`config.mk`:
```
export PLATFORM = sky130hd
export DESIGN_NAME = wp_cache
export DESIGN_NICKNAME = d
export VERILOG_FILES = /design/src/rtl/wp_cache.sv
export SDC_FILE = /design/constraint.sdc
export NUM_CORES = 1
export LEC_CHECK = 0
export BUFFER_PORTS_ARGS = -buffer_cell sky130_fd_sc_hd__buf_2
export CAP_MARGIN = 20
export CORE_UTILIZATION = 57
export CTS_CLUSTER_DIAMETER = 40
export DETAILED_ROUTE_END_ITERATION = 8
export PLACE_DENSITY = 0.76
export SYNTH_ARGS = -nofsm -noshare
export SYNTH_HDL_FRONTEND = slang
export SYNTH_SLANG_ARGS = --single-unit
```
`constraint.sdc`:
```
create_clock -name clk -period 4.4 [get_ports clk]
set_input_delay 1.32 -clock clk [delete_from_list [all_inputs] [get_ports clk]]
set_output_delay 1.32 -clock clk [all_outputs]
set_load 0.02 [all_outputs]
```
`src/rtl/wp_cache.sv`:
```
module wp_cache #(
  parameter int ADDR_W = 12,
  parameter int DATA_W = 32,
  parameter int IDX_W  = 3
) (
  input  logic              clk,
  input  logic              rst_n,
  input  logic              req_valid,
  output logic              req_ready,
  input  logic [ADDR_W-1:0] req_addr,
  output logic              resp_valid,
  output logic [DATA_W-1:0] resp_data,
  output logic              resp_fast,
  output logic              resp_slow,
  output logic              mem_req_valid,
  input  logic              mem_req_ready,
  output logic [ADDR_W-1:0] mem_req_addr,
  input  logic              mem_resp_valid,
  input  logic [DATA_W-1:0] mem_resp_data
);
  localparam int SETS  = 1 << IDX_W;
  localparam int TAG_W = ADDR_W - IDX_W;

  typedef enum logic [1:0] {S_IDLE, S_ALT, S_MREQ, S_MWAIT} state_t;
  state_t state;

  logic [TAG_W-1:0]  tags  [2][SETS];
  logic [DATA_W-1:0] lines [2][SETS];
  logic [SETS-1:0]   vld   [2];
  logic [SETS-1:0]   pred;
  logic [SETS-1:0]   lru;

  logic [ADDR_W-1:0] addr_q;
  logic              pw_q;

  wire              accept = req_valid && req_ready;
  wire [IDX_W-1:0]  idx_in = req_addr[IDX_W-1:0];
  wire [TAG_W-1:0]  tag_in = req_addr[ADDR_W-1:IDX_W];
  wire              pw_in  = pred[idx_in];
  wire              fast_hit = vld[pw_in][idx_in] && (tags[pw_in][idx_in] == tag_in);

  wire [IDX_W-1:0]  idx_q  = addr_q[IDX_W-1:0];
  wire [TAG_W-1:0]  tag_qr = addr_q[ADDR_W-1:IDX_W];
  wire              alt_w  = ~pw_q;
  wire              alt_hit = vld[alt_w][idx_q] && (tags[alt_w][idx_q] == tag_qr);
  wire              victim = lru[idx_q];
  wire              fill   = (state == S_MWAIT) && mem_resp_valid;

  assign req_ready     = (state == S_IDLE);
  assign mem_req_valid = (state == S_MREQ);
  assign mem_req_addr  = addr_q;

  always_ff @(posedge clk) begin
    if (fill) begin
      tags[victim][idx_q]  <= tag_qr;
      lines[victim][idx_q] <= mem_resp_data;
    end
  end

  always_ff @(posedge clk) begin
    if (!rst_n) begin
      state      <= S_IDLE;
      vld[0]     <= '0;
      vld[1]     <= '0;
      pred       <= '0;
      lru        <= '0;
      addr_q     <= '0;
      pw_q       <= 1'b0;
      resp_valid <= 1'b0;
      resp_fast  <= 1'b0;
      resp_slow  <= 1'b0;
      resp_data  <= '0;
    end else begin
      resp_valid <= 1'b0;
      resp_fast  <= 1'b0;
      resp_slow  <= 1'b0;
      case (state)
        S_IDLE: if (accept) begin
          addr_q <= req_addr;
          pw_q   <= pw_in;
          if (fast_hit) begin
            resp_valid  <= 1'b1;
            resp_fast   <= 1'b1;
            resp_data   <= lines[pw_in][idx_in];
            lru[idx_in] <= ~pw_in;
          end else begin
            state <= S_ALT;
          end
        end
        S_ALT: if (alt_hit) begin
          resp_valid <= 1'b1;
          resp_slow  <= 1'b1;
          resp_data  <= lines[alt_w][idx_q];
          pred[idx_q] <= alt_w;
          lru[idx_q]  <= ~alt_w;
          state <= S_IDLE;
        end else begin
          state <= S_MREQ;
        end
        S_MREQ: if (mem_req_ready) state <= S_MWAIT;
        S_MWAIT: if (mem_resp_valid) begin
          vld[victim][idx_q] <= 1'b1;
          pred[idx_q] <= victim;
          lru[idx_q]  <= ~victim;
          resp_valid  <= 1'b1;
          resp_data   <= mem_resp_data;
          state <= S_IDLE;
        end
        default: state <= S_IDLE;
      endcase
    end
  end

  wire pred_at_q = pred[idx_q];
  wire lru_at_q  = lru[idx_q];

  p_fast_lat_r2: assert property (@(posedge clk) disable iff (!rst_n)
    (resp_valid && resp_fast) |-> $past(accept));

  p_slow_lat_r3: assert property (@(posedge clk) disable iff (!rst_n)
    (resp_valid && resp_slow) |-> ($past(state == S_ALT) && !resp_fast));

  p_retrain_r4: assert property (@(posedge clk) disable iff (!rst_n)
    (resp_valid && resp_slow) |-> (pred_at_q != $past(pred_at_q)));

  p_memreq_hold_r5: assert property (@(posedge clk) disable iff (!rst_n)
    (mem_req_valid && !mem_req_ready) |=> (mem_req_valid && $stable(mem_req_addr)));

  p_fill_resp_r6: assert property (@(posedge clk) disable iff (!rst_n)
    (resp_valid && !resp_fast && !resp_slow) |-> ($past(mem_resp_valid) && resp_data == $past(mem_resp_data)));

  p_fill_pred_r7: assert property (@(posedge clk) disable iff (!rst_n)
    (resp_valid && !resp_fast && !resp_slow) |-> (pred_at_q == $past(lru_at_q)));

  p_stall_r9: assert property (@(posedge clk) disable iff (!rst_n)
    ($past(accept) && !resp_valid) |-> !req_ready);

  p_kind_r2: assert property (@(posedge clk) disable iff (!rst_n)
    (resp_fast || resp_slow) |-> resp_valid);
endmodule

```
==> flow_summary.json <==
{
  "vias_per_cell": 7.221,
  "hold_class": "flop to flop",
  "ys_ff_latch": 738,
  "crit_arrival_ps": 4810,
  "ctsResizeCount": 0,
  "maxSlewViolCount": 0,
  "crit_path_start_kind": "flop",
  "cp_cell_sequence": "clkinv_1, nor2_1, a221oi_2, xor2_1, o221ai_1, nor4_1, a31o_1, buf_4, a311oi_1, a211oi_2",
  "endpoint_kind": "flop",
  "cts_buffer_depth": 3,
  "cpMaxStageDelayCell": "nor2_1",
  "hold-worst-slack_ps": 459.6,
  "yosysSeqAreaShare": 0.6113,
  "wirelength_um": 107500,
  "drc": 0,
  "final_common_cell": "edfxtp_1",
  "grtUsageTotal": 0.3472,
  "final_cell_mix": "656 x edfxtp_1, 338 x mux2i_1, 182 x mux4_2",
  "drv_cap": 0,
  "clkSinkCount": 738,
  "hold_viol_final": 0,
  "worstReg2RegEnd": "lru[1]$_SDFFE_PN0P_",
  "synth_cell_types": 75,
  "portBuffers": 97,
  "h-tree-depth": 3,
  "antenna_found_initial": 8,
  "grt_pass1_vias": 24078,
  "die-area_um2": 62240,
  "netlist_area_um2": 34910,
  "syn_nets": 2351,
  "die_h_um": 249.5,
  "core_area_um2": 60470,
  "status": "finished clean",
  "leakagePower_nw": 13.39,
  "place_area_um2": 36960,
  "max_slew.worst_pin.slew_ps": 947.9,
  "worst-path-max-fanout": 24,
  "powerDensity_nw_per_um2": 431.4,
  "grt_pass1_wl_um": 157800,
  "relSlewSlack": 0.3680,
  "r2r_cells": 10,
  "holdPathEnd": "resp_data[16]$_SDFFE_PN0P_",
  "ios": 98,
  "synthFlopType": "edfxtp_1",
  "synth-async-reset-ratio": 0,
  "cts_tree": "done",
  "final_area_um2": 40470,
  "rows": 90,
  "antenna_left": 0,
  "overflow": 0,
  "hold_depth": 2,
  "drtIter0Drc": 3466,
  "fmax_ghz": 0.2364,
  "avgRoutedWirePerCell_um": 32.27,
  "post_cts_buffers": 0,
  "worst_r2r_startpoint": "mem_req_addr[1]$_SDFFE_PN0P_",
  "crit_path_max_incr_delay_ps": 770,
  "grt_max_degree": 73,
  "critPathLaunch": "mem_req_addr[1]$_SDFFE_PN0P_",
  "rrSetupSlack_ps": 170,
  "synthCells": 2302,
  "fin_crit_ps": 4230,
  "place_congestion": 0.9150,
  "ys_warn_count": 0,
  "postCtsHoldBufs": 0,
  "area_growth_pct": 15.92,
  "rsz0062_at_grt": "false",
  "post-route-period-util": 0.9614,
  "required_ps": 4980,
  "num-fill-cells": 3969,
  "critPathKind": "flop to flop",
  "hpwl_um": 62190,
  "finalNetCount": 2511,
  "first_pass_iters": 6,
  "drive_gt1_frac": 0.2642,
  "fp.dieW_um": 249.5,
  "cts-buffers-inserted": 99,
  "vdd_drop_max_mv": 0.3236,
  "clk_pin_slew_ps": 50,
  "syn_area_per_cell_um2": 15.16,
  "hold_start": "resp_data[16]$_SDFFE_PN0P_",
  "finalSetupViolCount": 0,
  "start_util": 0.5773,
  "synth-edff-count": 656,
  "fin_worst_skew_ps": 43.22,
  "clockRootBuffer": "clkbuf_16",
  "vias": 24054,
  "clock_latency_ps": 670
}
per-stage QoR:
stage | std cells | TNS, ps | setup WS (ps) | util | power (mW)
detailed placement | 3143 | -3288 | -202.9 | 0.6112 | 9.174
floorplan | 2302 | -90020 | -181.8 | - | 8.692
CTS | 3329 | 0 | 393.7 | 0.6691 | 17.45
global route | 3330 | 0 | 2.332 | 0.6691 | 17.83
finish | 3331 | 0 | 169.8 | 0.6692 | 17.46
global placement | 3142 | -4523 | -190.5 | 0.6108 | 9.142
registers in the layout, indices dropped and copies added, names as in the netlist, named ones only:
register and count:
resp_fast 1, pred 8, pw_q 1, lines 512, vld 16, resp_valid 1
resp_slow 1, mem_req_addr 12, state 1, resp_data 32, tags 144, lru 8
report_power, final:
part	internal (mW)	switching (mW)	total, mW
clock network	5.10	3.28	8.38
registers	7.65	0.0771	7.73
logic	0.518	0.834	1.35
worst max-delay path: cells and delay by family (launching register included):
kind	cells	cell delay, ps
buffers and inverters	2	660
flip-flops	1	630
XOR/XNOR	1	320
AO/OA/AOI/OAI	5	1110
AND/OR/NAND/NOR	2	1420
final cells by class:
type                       count  area (µm²)  area share
sequential                   738       21350      0.5277
tap                          782       978.4     0.02418
inverter                       7       26.28   0.0006493
antenna                        2       5.005   0.0001237
clock buffer                 108        2584     0.06385
clock inverter                78       918.4     0.02270
multi-input combinational   1372       12700      0.3138
timing repair buffer         244        1901     0.04697
metal layers:
layer | GRT usage | up-vias | routed length [µm] | share of wire
met3 | 0.08302 | 438 | 14560 | 0.14
li1 | - | 9684 | - | -
met4 | 0.1693 | 12 | 5306 | 0.049
met5 | 0 | - | 76 | 0.00071
met1 | 0.4610 | 11970 | 37900 | 0.35
met2 | 0.5416 | 1950 | 49670 | 0.46
worst max-delay path by stage:
stage / end / slack [ps]
2_1_floorplan: lines[0][0]$_DFFE_PP_ / -180
3_3_place_gp: lru[0]$_SDFFE_PN0P_ / -190
3_5_place_dp: lru[1]$_SDFFE_PN0P_ / -200
4_1_cts: lru[1]$_SDFFE_PN0P_ / 390
5_1_grt: lru[1]$_SDFFE_PN0P_ / 2
6_report: lru[1]$_SDFFE_PN0P_ / 170
logic make-up after synthesis:
kind of cell           share of synthesized area
buffers and inverters                    0.02878
AND/OR/NAND/NOR                          0.05416
XOR/XNOR                                0.003764
flip-flops                                0.6113
AO/OA/AOI/OAI                            0.07957
multiplexers                              0.2224
Yosys cell counts (44+ instances only):
master | count | share of area
edfxtp_1 | 656 | 0.56
nand2_1 | 172 | 0.018
nand3_1 | 44 | 0.0063
o21ai_0 | 46 | 0.0066
a21oi_1 | 62 | 0.0089
buf_2 | 56 | 0.0080
clkbuf_1 | 81 | 0.0087
nor2_1 | 82 | 0.0088
dfxtp_1 | 82 | 0.047
mux2i_1 | 338 | 0.097
mux4_2 | 182 | 0.12
o22ai_1 | 131 | 0.023
Note: power is estimated with default switching activity, not from simulation.
